### config.mk
export PLATFORM = sky130hd
export DESIGN_NAME = frac_rtc
export DESIGN_NICKNAME = d
export VERILOG_FILES = /design/src/rtl/frac_rtc_pkg.sv /design/src/rtl/frac_rtc_cfg.sv /design/src/rtl/frac_rtc_counter.sv /design/src/rtl/frac_rtc_sync_stage.sv /design/src/rtl/frac_rtc_capture.sv /design/src/rtl/frac_rtc.sv
export SDC_FILE = /design/constraint.sdc
export NUM_CORES = 1
export LEC_CHECK = 0
export CAP_MARGIN = 20
export CORE_ASPECT_RATIO = 0.75
export CORE_MARGIN = 4
export CORE_UTILIZATION = 44
export CTS_BUF_LIST = sky130_fd_sc_hd__clkbuf_8
export CTS_CLUSTER_SIZE = 10
export DETAILED_ROUTE_END_ITERATION = 6
export DONT_BUFFER_PORTS = 1
export GPL_ROUTABILITY_DRIVEN = 0
export HOLD_SLACK_MARGIN = 0.03
export PLACE_DENSITY = 0.64
export SLEW_MARGIN = 25
export SYNTH_ARGS = -nofsm -noshare
export SYNTH_HDL_FRONTEND = slang
export SYNTH_SLANG_ARGS = --single-unit
### constraint.sdc
create_clock -name clk -period 11.8 [get_ports clk]
set_input_delay 1.18 -clock clk [delete_from_list [all_inputs] [get_ports clk]]
set_output_delay 1.18 -clock clk [all_outputs]
set_load 0.02 [all_outputs]
### src/rtl/frac_rtc_pkg.sv
`timescale 1ns/1ps
package frac_rtc_pkg;
  localparam int unsigned NS_W = 32;
  typedef logic [NS_W-1:0] ns_t;
endpackage

### src/rtl/frac_rtc_cfg.sv
`timescale 1ns/1ps
module frac_rtc_cfg
  import frac_rtc_pkg::*;
#(
  parameter int unsigned INCR_W     = 26,
  parameter int unsigned OFS_W      = 30,
  parameter int unsigned SEL_W      = 5,
  parameter int unsigned NS_PER_SEC = 1000000000,
  parameter logic [INCR_W-1:0] INCR_RST = '0,
  parameter logic [SEL_W-1:0]  SEL_RST  = '0
) (
  input  logic              clk,
  input  logic              rst_n,
  input  logic              wr_en,
  input  logic [INCR_W-1:0] wr_incr,
  input  logic [OFS_W-1:0]  wr_ofs,
  input  logic [SEL_W-1:0]  wr_sel,
  output logic [INCR_W-1:0] incr_q,
  output logic [OFS_W-1:0]  ofs_q,
  output logic [SEL_W-1:0]  sel_q
);
  localparam ns_t NPS_L = ns_t'(NS_PER_SEC);

  logic accept;
  logic [INCR_W-1:0] incr_d;
  logic [OFS_W-1:0]  ofs_d;
  logic [SEL_W-1:0]  sel_d;

  always_comb begin
    accept = wr_en && (ns_t'(wr_ofs) < NPS_L);
    incr_d = wr_incr;
    ofs_d  = wr_ofs;
    sel_d  = wr_sel;
  end

  always_ff @(posedge clk or negedge rst_n) begin
    if (!rst_n) begin
      incr_q <= INCR_RST;
      ofs_q  <= '0;
      sel_q  <= SEL_RST;
    end else if (accept) begin
      incr_q <= incr_d;
      ofs_q  <= ofs_d;
      sel_q  <= sel_d;
    end
  end

  AST_BAD_OFS_IGNORED: assert property (@(posedge clk) disable iff (!rst_n)
    (wr_en && ns_t'(wr_ofs) >= NPS_L) |=> ($stable(incr_q) && $stable(ofs_q) && $stable(sel_q)))
    else $error("rejected write changed configuration");
endmodule

### src/rtl/frac_rtc_counter.sv
`timescale 1ns/1ps
module frac_rtc_counter
  import frac_rtc_pkg::*;
#(
  parameter int unsigned INCR_W     = 26,
  parameter int unsigned FRAC_W     = 20,
  parameter int unsigned SEC_W      = 48,
  parameter int unsigned NS_PER_SEC = 1000000000
) (
  input  logic              clk,
  input  logic              rst_n,
  input  logic [INCR_W-1:0] incr,
  output ns_t               ns_q,
  output logic [SEC_W-1:0]  sec_q
);
  localparam ns_t NPS_L = ns_t'(NS_PER_SEC);
  localparam logic [SEC_W-1:0] SEC_MAX = '1;

  logic [FRAC_W-1:0] frac_q, frac_d;
  logic [FRAC_W:0]   frac_sum;
  ns_t               ns_sum, ns_d;
  logic              wrap;
  logic [SEC_W-1:0]  sec_d;

  always_comb begin
    frac_sum = {1'b0, frac_q} + {1'b0, incr[FRAC_W-1:0]};
    frac_d   = frac_sum[FRAC_W-1:0];
    ns_sum   = ns_q + ns_t'(incr[INCR_W-1:FRAC_W]) + ns_t'(frac_sum[FRAC_W]);
    wrap     = (ns_sum >= NPS_L);
    ns_d     = wrap ? (ns_sum - NPS_L) : ns_sum;
    sec_d    = (wrap && (sec_q != SEC_MAX)) ? (sec_q + SEC_W'(1)) : sec_q;
  end

  always_ff @(posedge clk or negedge rst_n) begin
    if (!rst_n) begin
      frac_q <= '0;
      ns_q   <= '0;
      sec_q  <= '0;
    end else begin
      frac_q <= frac_d;
      ns_q   <= ns_d;
      sec_q  <= sec_d;
    end
  end

  AST_NS_IN_RANGE: assert property (@(posedge clk) disable iff (!rst_n)
    ns_q < NPS_L)
    else $error("raw ns out of range");
  AST_SEC_HOLDS_AT_MAX: assert property (@(posedge clk) disable iff (!rst_n)
    (sec_q == SEC_MAX) |=> (sec_q == SEC_MAX))
    else $error("seconds wrapped");
  AST_SEC_STEPS_BY_ONE: assert property (@(posedge clk) disable iff (!rst_n)
    1'b1 |=> (sec_q == $past(sec_q)) || (sec_q == $past(sec_q) + SEC_W'(1)))
    else $error("seconds jumped");
endmodule

### src/rtl/frac_rtc_sync_stage.sv
`timescale 1ns/1ps
module frac_rtc_sync_stage
  import frac_rtc_pkg::*;
#(
  parameter int unsigned OFS_W      = 30,
  parameter int unsigned SEL_W      = 5,
  parameter int unsigned SEC_W      = 48,
  parameter int unsigned NS_PER_SEC = 1000000000
) (
  input  logic             clk,
  input  logic             rst_n,
  input  ns_t              raw_ns,
  input  logic [SEC_W-1:0] raw_sec,
  input  logic [OFS_W-1:0] ofs,
  input  logic [SEL_W-1:0] sel,
  input  logic             irq_clr,
  output ns_t              tm_ns_q,
  output logic [SEC_W-1:0] tm_sec_q,
  output logic             tick_q,
  output logic             irq_q
);
  localparam ns_t NPS_L = ns_t'(NS_PER_SEC);
  localparam logic [SEC_W-1:0] SEC_MAX = '1;

  ns_t              sum, tm_ns_d;
  logic             fold;
  logic [SEC_W-1:0] tm_sec_d;
  logic             tick_d, irq_d;

  always_comb begin
    sum      = raw_ns + ns_t'(ofs);
    fold     = (sum >= NPS_L);
    tm_ns_d  = fold ? (sum - NPS_L) : sum;
    tm_sec_d = (fold && (raw_sec != SEC_MAX)) ? (raw_sec + SEC_W'(1)) : raw_sec;
    tick_d   = ((tm_ns_d >> sel) != (tm_ns_q >> sel));
    irq_d    = (irq_q && !irq_clr) || tick_d;
  end

  always_ff @(posedge clk or negedge rst_n) begin
    if (!rst_n) begin
      tm_ns_q  <= '0;
      tm_sec_q <= '0;
      tick_q   <= 1'b0;
      irq_q    <= 1'b0;
    end else begin
      tm_ns_q  <= tm_ns_d;
      tm_sec_q <= tm_sec_d;
      tick_q   <= tick_d;
      irq_q    <= irq_d;
    end
  end

  AST_SYNC_NS_IN_RANGE: assert property (@(posedge clk) disable iff (!rst_n)
    tm_ns_q < NPS_L)
    else $error("synchronized ns out of range");
  AST_IRQ_STICKY: assert property (@(posedge clk) disable iff (!rst_n)
    (irq_q && !irq_clr) |=> irq_q)
    else $error("irq dropped without clear");
  AST_TICK_SETS_IRQ: assert property (@(posedge clk) disable iff (!rst_n)
    tick_q |-> irq_q)
    else $error("tick without irq");
endmodule

### src/rtl/frac_rtc_capture.sv
`timescale 1ns/1ps
module frac_rtc_capture
  import frac_rtc_pkg::*;
#(
  parameter int unsigned SEC_W = 48
) (
  input  logic             clk,
  input  logic             rst_n,
  input  logic             req_tgl,
  input  ns_t              tm_ns,
  input  logic [SEC_W-1:0] tm_sec,
  output logic             valid_q,
  output ns_t              cap_ns_q,
  output logic [SEC_W-1:0] cap_sec_q
);
  logic meta_q, sync_q, seen_q;
  logic hit;

  always_comb hit = sync_q ^ seen_q;

  always_ff @(posedge clk or negedge rst_n) begin
    if (!rst_n) begin
      meta_q  <= 1'b0;
      sync_q  <= 1'b0;
      seen_q  <= 1'b0;
      valid_q <= 1'b0;
    end else begin
      meta_q  <= req_tgl;
      sync_q  <= meta_q;
      seen_q  <= sync_q;
      valid_q <= hit;
    end
  end

  always_ff @(posedge clk or negedge rst_n) begin
    if (!rst_n) begin
      cap_ns_q  <= '0;
      cap_sec_q <= '0;
    end else if (hit) begin
      cap_ns_q  <= tm_ns;
      cap_sec_q <= tm_sec;
    end
  end

  AST_CAPTURE_HOLDS: assert property (@(posedge clk) disable iff (!rst_n)
    !hit |=> ($stable(cap_ns_q) && $stable(cap_sec_q)))
    else $error("capture changed without request");
endmodule

### src/rtl/frac_rtc.sv
`timescale 1ns/1ps
module frac_rtc
  import frac_rtc_pkg::*;
#(
  parameter int unsigned INCR_W       = 26,
  parameter int unsigned FRAC_W       = 20,
  parameter int unsigned OFS_W        = 30,
  parameter int unsigned SEL_W        = 5,
  parameter int unsigned SEC_W        = 48,
  parameter int unsigned NS_PER_SEC   = 1000000000,
  parameter int unsigned NOMINAL_NS   = 8,
  parameter int unsigned TICK_SEL_RST = 20
) (
  input  logic              clk,
  input  logic              rst_n,
  input  logic              cfg_wr,
  input  logic [INCR_W-1:0] cfg_incr,
  input  logic [OFS_W-1:0]  cfg_ofs_ns,
  input  logic [SEL_W-1:0]  cfg_tick_sel,
  input  logic              irq_clr,
  input  logic              ts_req_tgl,
  output logic [31:0]       cur_ns,
  output logic [31:0]       sync_ns,
  output logic [SEC_W-1:0]  sync_sec,
  output logic              tick,
  output logic              irq,
  output logic              ts_valid,
  output logic [31:0]       ts_ns,
  output logic [SEC_W-1:0]  ts_sec
);
  localparam logic [INCR_W-1:0] INCR_RST = INCR_W'(NOMINAL_NS) << FRAC_W;
  localparam logic [SEL_W-1:0]  SEL_RST  = SEL_W'(TICK_SEL_RST);

  logic [1:0]        rst_sync_q;
  logic              rst_int_n;
  logic [INCR_W-1:0] incr_q;
  logic [OFS_W-1:0]  ofs_q;
  logic [SEL_W-1:0]  sel_q;
  ns_t               raw_ns, tm_ns, cap_ns;
  logic [SEC_W-1:0]  raw_sec, tm_sec, cap_sec;
  logic              tick_q, irq_q, valid_q;

  always_ff @(posedge clk or negedge rst_n) begin
    if (!rst_n) rst_sync_q <= 2'b00;
    else        rst_sync_q <= {rst_sync_q[0], 1'b1};
  end
  assign rst_int_n = rst_sync_q[1];

  frac_rtc_cfg #(
    .INCR_W(INCR_W), .OFS_W(OFS_W), .SEL_W(SEL_W), .NS_PER_SEC(NS_PER_SEC),
    .INCR_RST(INCR_RST), .SEL_RST(SEL_RST)
  ) u_cfg (
    .clk(clk), .rst_n(rst_int_n), .wr_en(cfg_wr), .wr_incr(cfg_incr),
    .wr_ofs(cfg_ofs_ns), .wr_sel(cfg_tick_sel),
    .incr_q(incr_q), .ofs_q(ofs_q), .sel_q(sel_q)
  );

  frac_rtc_counter #(
    .INCR_W(INCR_W), .FRAC_W(FRAC_W), .SEC_W(SEC_W), .NS_PER_SEC(NS_PER_SEC)
  ) u_cnt (
    .clk(clk), .rst_n(rst_int_n), .incr(incr_q), .ns_q(raw_ns), .sec_q(raw_sec)
  );

  frac_rtc_sync_stage #(
    .OFS_W(OFS_W), .SEL_W(SEL_W), .SEC_W(SEC_W), .NS_PER_SEC(NS_PER_SEC)
  ) u_sync (
    .clk(clk), .rst_n(rst_int_n), .raw_ns(raw_ns), .raw_sec(raw_sec),
    .ofs(ofs_q), .sel(sel_q), .irq_clr(irq_clr),
    .tm_ns_q(tm_ns), .tm_sec_q(tm_sec), .tick_q(tick_q), .irq_q(irq_q)
  );

  frac_rtc_capture #(.SEC_W(SEC_W)) u_cap (
    .clk(clk), .rst_n(rst_int_n), .req_tgl(ts_req_tgl),
    .tm_ns(tm_ns), .tm_sec(tm_sec),
    .valid_q(valid_q), .cap_ns_q(cap_ns), .cap_sec_q(cap_sec)
  );

  assign cur_ns   = raw_ns;
  assign sync_ns  = tm_ns;
  assign sync_sec = tm_sec;
  assign tick     = tick_q;
  assign irq      = irq_q;
  assign ts_valid = valid_q;
  assign ts_ns    = cap_ns;
  assign ts_sec   = cap_sec;
endmodule

Word-level counts from Yosys, hierarchy flattened --
Cells that the tools add are included. Widths: inputs -> output; s select.
Word-level totals: register bits 329, output and inout bits 195, logic and storage cells 41
Cells by class: $add $sub $neg 7, magnitude comparators 3, eq/ne operators 2, shifts and indexed selects 2, multiplexer cells 3, bitwise gates (word level) 1, reductions and logical operators 6
Operator list (count):
- $ge 32x30->1 const B | 2
- $mux 32 | 2
- $shr 32x5->32 | 2
- $sub 32x30->32 const B | 2
- $add 48x1->48 const B | 1
- $mux 48 | 1
- $ne 48x48->1 const B | 1
- $add 32x1->32 | 1
- $add 32x30->32 | 1
- $add 32x6->32 | 1
- $ne 32x32->1 | 1
- $lt 30x30->1 const B | 1
- $add 20x20->21 | 1
- $logic_and 1x1->1 | 4
- $logic_not 1->1 | 1
- $logic_or 1x1->1 | 1
- $xor 1x1->1 | 1

Logic depth before layout (Yosys ltp) --
Gate-level depths: netlist of run 1.
word-level depth 6, gate-level depth with buffers 42, gate-level depth less buffers 42

Hierarchy --
From an unflattened synthesis of run 1, not the netlist that was laid out.
Second synthesis, totals: cells, all modules 2359, area total of the unflattened synthesis 22929.5 sq um
By module, submodules not included:
- frac_rtc_sync_stage | instances 1, cells each 1376, area an instance 10742.8 sq um, sequential area each 2052.0 sq um
- frac_rtc_counter | instances 1, cells each 661, area an instance 6388.6 sq um, sequential area each 2502.4 sq um
- frac_rtc_capture | instances 1, cells each 173, area an instance 3109.2 sq um, sequential area each 2102.0 sq um
- frac_rtc_cfg | instances 1, cells each 146, area an instance 2635.0 sq um, sequential area each 1530.2 sq um
- frac_rtc | instances 1, cells each 3, area an instance 53.8 sq um, sequential area each 50.0 sq um

Least setup slack after synthesis of run 1 --
No wires, ideal clock.
path kind register to register, from register u_cfg.incr_q[0], to register u_cnt.ns_q[29], library setup time 0.132 ns, arrival time 7.042 ns, slack 4.626 ns, stages on the path, launching flop included 43, path through dfrtp_1 ha_1 inv_1 fa_1 nor2b_1 o21ai_0 a21boi_0 o21ai_0 a21boi_0 o21ai_0 a21boi_0 o21ai_0 a21boi_0 o21ai_0 a21boi_0 o21ai_0 nand2b_1 a21o_1 [... 7 more ...] a21boi_0 o21a_1 nor2_1 nor2_1 xnor2_1 ha_1 and3_1 mux2i_1 o32ai_1 a2111oi_0 o21bai_1 a21oi_1 o21ai_0 nand2_1 a21oi_1 nor3_1 o21ai_0 xnor2_1
On the way: word-level cells in the longest chain between the ends 4, elaborated cells between the ends (all ways) 5, those cells by class 3 x add/sub; 1 x order compare; 1 x mux
Ends and longest elaborated chain:
- from (decl) | line frac_rtc_cfg.sv:18 | output logic [INCR_W-1:0] incr_q,
- from (signal assigned) | line frac_rtc_cfg.sv:42 | incr_q <= incr_d;
- $add 20x20->21 * | line frac_rtc_counter.sv:26 | frac_sum = {1'b0, frac_q} + {1'b0, incr[FRAC_W-1:0]};
- $add 32x1->32 * | line frac_rtc_counter.sv:28 | ns_sum = ns_q + ns_t'(incr[INCR_W-1:FRAC_W]) + ns_t'(frac_sum[FRAC_W]);
- $sub 32x30->32 or $ge 32x30->1 (tied branches) | line frac_rtc_counter.sv:30, frac_rtc_counter.sv:29
- $mux 32 * | line frac_rtc_counter.sv:30 | ns_d = wrap ? (ns_sum - NPS_L) : ns_sum;
- via u_cnt.ns_d[29] | line frac_rtc_counter.sv:21 | ns_t ns_sum, ns_d;
- to (signal assigned) | line frac_rtc_counter.sv:41 | ns_q <= ns_d;
- to (decl) | line frac_rtc_counter.sv:13 | output ns_t ns_q,
The timed path passes the listed nets; every way through them passes the cells marked *. A chain may end at the register's enable or synchronous reset.

Worst setup path after layout of run 1 --
from register u_cfg.incr_q[0], to register u_cnt.sec_q[22]
On the way: word-level cells in the longest chain between the ends 4
Ends and longest elaborated chain:
- $add 20x20->21 | line frac_rtc_counter.sv:26
- $add 32x1->32 | line frac_rtc_counter.sv:28
- $ge 32x30->1 | line frac_rtc_counter.sv:29 | wrap = (ns_sum >= NPS_L);
- $logic_and 1x1->1 | line frac_rtc_counter.sv:31 | sec_d = (wrap && (sec_q != SEC_MAX)) ? (sec_q + SEC_W'(1)) : sec_q;
- to (signal assigned) | line frac_rtc_counter.sv:38 | sec_q <= '0;
- to (signal assigned) | line frac_rtc_counter.sv:42 | sec_q <= sec_d;
- to (decl) | line frac_rtc_counter.sv:14 | output logic [SEC_W-1:0] sec_q
Every way passes these cells.

==> summary.md, run 1 <==
| Metric | Value |
|---|---|
| Synth Flop Type | `dfrtp_1` |
| Setup TNS Final | `0 ns` |
| Global-route wire length before repair | `97900 um` |
| CTS tree | `done` |
| DP Wirelength | `45500 um` |
| Slowest Stage Delay on Critical Path | `0.50 ns` |
| Clk Latency, worst-skew pair | `just under 0.7 ns` |
| Clk pin slew, worst setup/hold paths | `0.06 ns` |
| Routed length per placed instance | `21.3 um` |
| Core box area | `between 0.04 and 0.05 mm^2` |
| Period utilization | `approximately three quarters` |
| Starting density of the core | `approximately 45%` |
| CTS H-tree depth | `2` |
| Status | `completed` |
| Fin crit period | `about 8.8 ns` |
| Avg Inst Size Synth | `9.80 um^2` |
| First-pass iteration count of the detailed router | `7` |
| Post-layout util | `47.7%` |
| Switching Fraction | `a little over two fifths` |
| CP Max Fanout | `12` |
| Total Nets Final | `2311` |
| Clock network power share | `24.5%` |
| VDD IR max | `0.147 mV` |
| Root Buffer | `clkbuf_8` |
| Drt via density | `~6` |
| Setup Fix Bufs, Post-CTS | `0` |
| Vias | `17300` |
| Req. time, crit path | `12.37 ns` |
| Die span in y | `between 200 and 250 um` |
| Int Pwr | `between 2 and 3 mW` |
| Ys async rst share | `100%` |
| Filler cells | `4525` |
| # Max-Cap Violations | `0` |
| Clock Path Buffers | `3` |
| Seq/Total Area, Yosys | `37.9%` |
| Cts-stage hold buffer count | `0` |
| Die area | `0.0531 mm^2` |
| Worst hold path type | `in -> async` |
| Buffers on Ports | `0` |
| DRT iter0 DRCs | `roughly 1600` |
| Die width | `265 um` |
| Fraction of layout cells with a size suffix above 1 | `17.1%` |
| Final Hold Fails | `0` |
| Site row count | `70` |
| Final Non-Filler Cells | `2877` |
| Maximum achievable frequency | `between 0.1 and 0.15 GHz` |
| DRC violations left | `0` |
| Area Overhead vs Synth | `7.01%` |
| Synth cell types | `roughly 130` |
| Grt total ovfl | `0` |
| RSZ-0062 raised after global routing | `false` |
| Cts repair resizes | `0` |
| Placed Cells | `2771` |
| Dominant cell type by count on the critical path | `o21ai_0` |
| Vias in the first global route | `17200` |
| Post-synthesis instance area | `about 0.022 mm^2` |
| Place WS | `3.16 ns` |
| Final ANT Viol Nets | `0` |
| Critical-path top delay cell | `a21o_1` |
| CP endpoint kind | `register` |
| Mapped Cells | `2219` |
| Synth area leaders | `dfrtp_1, mux2_2, xnor2_1` |
| GRT Util Overall | `22.6%` |
| CTS sink cnt | `329` |
| Final Max Tran Viols | `0` |
| Power Density | `199 mW/mm^2` |
| Routed WL | `61300 um` |
| Synth Net Count | `2347` |
| Initial antenna violation count | `6` |
| Worst rel slew slack | `30.0%` |
| Setup CP Type | `reg -> reg` |
| CTS buffer count | `57` |
| Pleak | `9.89 nW` |
| Final setup vio count | `0` |
| Comb power frac | `slightly above 40%` |
| Worst setup margin | `2.97 ns` |
| Arrival time at the worst endpoint | `9.41 ns` |
| Largest net degree at the start of global routing | `76` |
| Leading area contributor after synthesis | `dfrtp_1` |
| Slew @ Worst Pin | `~1.1 ns` |
| Flop pwr share | `between 30% and 40%` |
| FF+latch count, synth | `approximately 330` |
| NetSw | `1.94 mW` |
| I/O pins | `261` |
| Total Power | `roughly 4.6 mW` |
| Clk_skew | `0.0527 ns` |
| Crit start category | `register` |
| Ys Warns | `0` |
| Number of flops mapped to enable cells by yosys | `0` |
| Top-area cell type share of the netlist area | `37.5%` |
worst paths after layout:
path	start	to	slack, ns	depth (start not counted)
worst min register to register	u_cap.meta_q	u_cap.sync_q	0.35	0
min in group clk	u_cap.meta_q	u_cap.sync_q	0.35	0
worst max register to register	u_cfg.incr_q[0]	u_cnt.sec_q[22]	2.97	38
max in group asynchronous	rst_sync_q[1]	u_cap.cap_sec_q[21]	9.29	2
worst min-delay path	rst_n	rst_sync_q[0]	0.22	0
worst max-delay path	u_cfg.incr_q[0]	u_cnt.sec_q[22]	2.97	38
cells by family (layout without fill, tap and decap cells):
| group | count (synthesis) | count (layout) | share of synthesized area (%) |
|---|---|---|---|
| AO/OA/AOI/OAI | 529 | 529 | 17.7 |
| XOR/XNOR | 210 | 210 | 8.60 |
| adder cells (fa/ha/maj) | 62 | 62 | 3.71 |
| buffers and inverters | 169 | 178 | 4.36 |
| flip-flops | 329 | 329 | 37.9 |
| multiplexers | 224 | 224 | 12.0 |
| other | 1 | 2 | 0.0173 |
| AND/OR/NAND/NOR | 695 | 695 | 15.7 |
per-layer routing:
metal	track usage [%]	part of all wire, %	up-vias
li1	-	-	8016
met3	6.81	9.8	99
met1	32.5	45	8490
met2	33.7	43	721
met5	0	0.12	-
met4	5.22	2.0	12
synth_stat cells (9+ instances only):
library cell and count:
dfrtp_1 326, nand2_1 227, nor2_1 162, xnor2_1 153, mux2_2 152, o21ai_0 110, a21oi_1 103, clkbuf_1 67
ha_1 58, mux2i_1 58, inv_1 54, nand3_1 53, xor2_1 53, nor3_1 40, and3_1 37, nand4_1 37
a211oi_1 31, o211ai_1 30, and2_1 25, a21o_1 23, clkbuf_8 21, nor2b_1 17, a31oi_1 16, o21a_1 16
mux4_2 14, or3_1 14, nand2b_1 12, o31ai_1 12, o22ai_1 11, buf_6 9, o2111ai_1 9, or2_2 9
registers in the layout, summed over array words and instances (netlist names):
name and cells:
u_cap.sync_q 1, u_cap.cap_sec_q 48, u_cnt.sec_q 48, u_sync.tm_ns_q 32, u_cap.cap_ns_q 32, u_cfg.sel_q 5, u_cfg.ofs_q 30, rst_sync_q 2
u_sync.tm_sec_q 48, u_cap.meta_q 1, u_cap.seen_q 1, u_sync.tick_q 1, u_cnt.ns_q 32, u_cnt.frac_q 20, u_cap.valid_q 1, u_sync.irq_q 1
u_cfg.incr_q 26
layout make-up:
type | instances | area [um^2] | area share (%)
clock buffer | 70 | 963 | 4.14
timing repair buffer | 17 | 144 | 0.619
antenna | 1 | 2.50 | 0.0108
multi-input combinational | 1721 | 12600 | 54.2
inverter | 57 | 214 | 0.920
sequential | 329 | 8250 | 35.4
tap | 648 | 811 | 3.49
clock inverter | 34 | 284 | 1.22
metrics by stage:
step / area (um^2) / hold WS [ns]
after global placement: 22000 / 0.334
after detailed placement: 22000 / 0.336
final: 23300 / 0.217
after CTS: 23200 / 0.147
after floorplan: 21700 / 0.331
after global routing: 23300 / 0.165
power by group through the flow:
stage	combinational, mW	clock (mW)	sequential [mW]
2_1_floorplan	1.47	0	1.55
3_3_place_gp	1.77	0	1.64
3_5_place_dp	1.82	0	1.65
4_1_cts	1.83	1.18	1.63
5_1_grt	2.05	1.23	1.65
6_report	1.86	1.13	1.62
worst max-delay path: cells and delay by family, from the launching register on:
family	cells	cell delay (ns)
AOI/OAI and AO/OA	23	4.71
and+or+nand+nor	9	1.96
adders and majority gates	4	1.44
DFF	1	0.37
xor gates and xnor gates	1	0.19
buffers and inverters	1	0.06
placed cells by master, fill, tap and decap left out, drive strengths merged, types with 29 or more instances in the layout:
cell type    n
nor2       163
dfrtp      326
and3        39
a211oi      39
clkbuf      70
nor3        43
a21oi      108
nand4       38
xnor2      155
xor2        55
o21ai      124
and2        29
mux2i       58
nand3       57
o211ai      32
inv         74
ha          58
mux2       152
nand2      227
No activity file was read; power rests on OpenSTA's default activity.
==> inputs of run 2 (changes only) <==
--- a/config.mk
+++ b/config.mk
@@ -15,7 +15,7 @@
 export DONT_BUFFER_PORTS = 1
 export GPL_ROUTABILITY_DRIVEN = 0
 export HOLD_SLACK_MARGIN = 0.03
-export PLACE_DENSITY = 0.64
+export PLACE_DENSITY = 0.66
 export SLEW_MARGIN = 25
 export SYNTH_ARGS = -nofsm -noshare
 export SYNTH_HDL_FRONTEND = slang
==> constraint.sdc (replaced) <==
create_clock -name clk -period 7.8 [get_ports clk]
set_input_delay 0.78 -clock clk [delete_from_list [all_inputs] [get_ports clk]]
set_output_delay 0.78 -clock clk [all_outputs]
set_load 0.02 [all_outputs]
==> run 2 against run 1 <==
Against the previous run:
- routed wire length down 0.26%
- final cell count up 1.3%
- via count up 1.7%
- non-clock buffer count up 42
- register-to-register slack worse by 2.4 ns
- global-route usage down 0.34 points
- utilization up 0.92 points
- design area up 1.9%
- largest power group unchanged
==> summary.md, run 2 (same netlist as run 1, synthesis figures left out) <==
| Metric | Value |
|---|---|
| DP Wirelength | `45400 um` |
| GRT Util Overall | `22.2%` |
| Area Overhead vs Synth | `9.06%` |
| CTS sink cnt | `329` |
| Core box area | `slightly below 0.05 mm^2` |
| Pleak | `roughly 10 nW` |
| Site row count | `70` |
| Fin crit period | `7.23 ns` |
| Vias | `between 15000 and 20000` |
| Maximum achievable frequency | `0.138 GHz` |
| Clk_skew | `0.0322 ns` |
| Largest net degree at the start of global routing | `154` |
| Worst hold stages | `0` |
| VDD IR max | `0.173 mV` |
| Vias in the first global route | `17200` |
| Multi-input gate area | `0.0127 mm^2` |
| Total Power | `7.12 mW` |
| Period utilization | `92.8%` |
| Slew @ Worst Pin | `1.03 ns` |
| Routed WL | `slightly above 60000 um` |
| Final Hold Fails | `0` |
| DRC violations left | `0` |
| Starting density of the core | `between 40% and 50%` |
| Routed length per placed instance | `approximately 21 um` |
| Die area | `0.0531 mm^2` |
| First-pass iteration count of the detailed router | `5` |
| CP endpoint kind | `register` |
| Drt via density | `6.05` |
| Die width | `265 um` |
| Worst hold path type | `in -> reg` |
| Slowest Stage Delay on Critical Path | `0.42 ns` |
| Setup TNS Final | `0 ns` |
| Power Density | `301 mW/mm^2` |
| Req. time, crit path | `8.31 ns` |
| Status | `completed` |
| Filler cells | `4429` |
| Clock Path Buffers | `3` |
| Clk Latency, worst-skew pair | `0.65 ns` |
| Worst rel slew slack | `30.2%` |
| I/O pins | `~260` |
| DRT iter0 DRCs | `1680` |
| Initial antenna violation count | `8` |
| Largest registers | `u_cap.cap_sec_q x48, u_cnt.sec_q x48, u_sync.tm_sec_q x48` |
| Critical-path top delay cell | `fa_2` |
| Buffers on Ports | `0` |
| Most frequent cells in the layout | `dfrtp_1, nand2_1, nor2_1` |
| Placed Cells | `about 2800` |
| Total Nets Final | `2349` |
| Setup CP Type | `reg -> reg` |
| Most common library cell in the layout ignoring fill and taps | `dfrtp_1` |
| Die span in y | `around 200 um` |
| Global-route wire length before repair | `97000 um` |
| Crit start category | `register` |
| Dominant cell type by count on the critical path | `o21ai_1` |
| Final ANT Viol Nets | `0` |
| CTS buffer count | `53` |
| CTS tree | `done` |
| CP Max Fanout | `20` |
| Clk pin slew, worst setup/hold paths | `0.07 ns` |
| Fraction of layout cells with a size suffix above 1 | `between 10% and 20%` |
| Final Non-Filler Cells | `2915` |
| Grt total ovfl | `0` |
| Arrival time at the worst endpoint | `7.75 ns` |
| Root Buffer | `clkbuf_8` |
| # Max-Cap Violations | `0` |
| Final Max Tran Viols | `0` |
| CTS H-tree depth | `2` |
| Final setup vio count | `0` |
| FF/Latch Area | `0.00825 mm^2` |
| Reg2Reg Depth | `between 40 and 50` |
==> run 2: cell count changes in the layout (fill, tap and decap cells not counted), moves of 3 or more <==
cell / change
o21ai_2: +6
clkbuf_8: -7
a21boi_1: +3
clkinvlp_4: +3
clkinv_2: -5
bufinv_16: +4
o21ai_0: -17
a21boi_0: -6
fa_1: -3
buf_4: +38
o21ai_1: +11
a21boi_2: +3
fa_2: +3
==> run 2: through the flow <==
stage | hold slack, ns | cell area [um^2] | setup WS [ns] | util (%)
final | 0.164 | 23700 | 0.565 | 48.6
after global routing | 0.118 | 23700 | -0.137 | 48.6
after CTS | 0.110 | 23600 | 0.0195 | 48.3
after detailed placement | 0.325 | 22300 | -0.453 | 45.7
after global placement | 0.316 | 22300 | -0.137 | 45.7
after floorplan | 0.331 | 21700 | 0.626 | -
==> run 2: worst paths after layout <==
path / start / end / slack [ns]
setup / recovery: u_cfg.incr_q[0] / u_cnt.sec_q[13] / 0.57
hold / removal: ts_req_tgl / u_cap.meta_q / 0.16
hold reg to reg: rst_sync_q[1] / u_cap.cap_sec_q[35] / 0.32
min in group asynchronous: rst_sync_q[1] / u_cap.cap_sec_q[35] / 0.32
max in group asynchronous: rst_sync_q[1] / u_cnt.ns_q[28] / 6.22
setup reg to reg: u_cfg.incr_q[0] / u_cnt.sec_q[13] / 0.57
==> run 2: layer usage <==
metal / vias up / GRT usage, % / part of all wire (%)
li1: 8100 / - / -
met1: 8666 / 31.2 / 43
met2: 749 / 33.6 / 44
met3: 105 / 7.23 / 10
met4: 12 / 5.41 / 2.1
met5: - / 0 / 0.13
==> run 2: worst max-delay path, delay by kind of cell, from the launching register on <==
kind / cells / cell delay [ns]
flip-flops: 1 / 0.37
adder cells (fa/ha/maj): 4 / 1.29
buffers and inverters: 5 / 0.71
AO/OA/AOI/OAI: 23 / 3.10
AND/OR/NAND/NOR: 9 / 1.46
XOR/XNOR: 1 / 0.15
==> run 2: layout make-up <==
type | count | share of cell area, %
diodes | 2 | 0.0211
multi-input cells | 1721 | 53.5
clock buffers | 63 | 3.66
flip-flops and latches | 329 | 34.8
well taps | 648 | 3.42
inverters | 57 | 0.903
repair buffers | 59 | 2.13
clock inverters | 36 | 1.63
==> run 2: power breakdown <==
| part | internal, mW | switching [mW] |
|---|---|---|
| logic | 1.21 | 1.69 |
| clock network | 1.01 | 0.747 |
| registers | 1.96 | 0.507 |
| total | 4.18 | 2.95 |
==> run 2: what timing repair did <==
item / CTS / global route
gates cloned: 0 / 1
pin swaps: 2 / 14
hold endpoints to repair: 2 / 0
gates resized for setup: 16 / 31
endpoints found under the setup margin: 71 / 71
hold buffers: 1 / 0
buffers inserted: 1 / 2
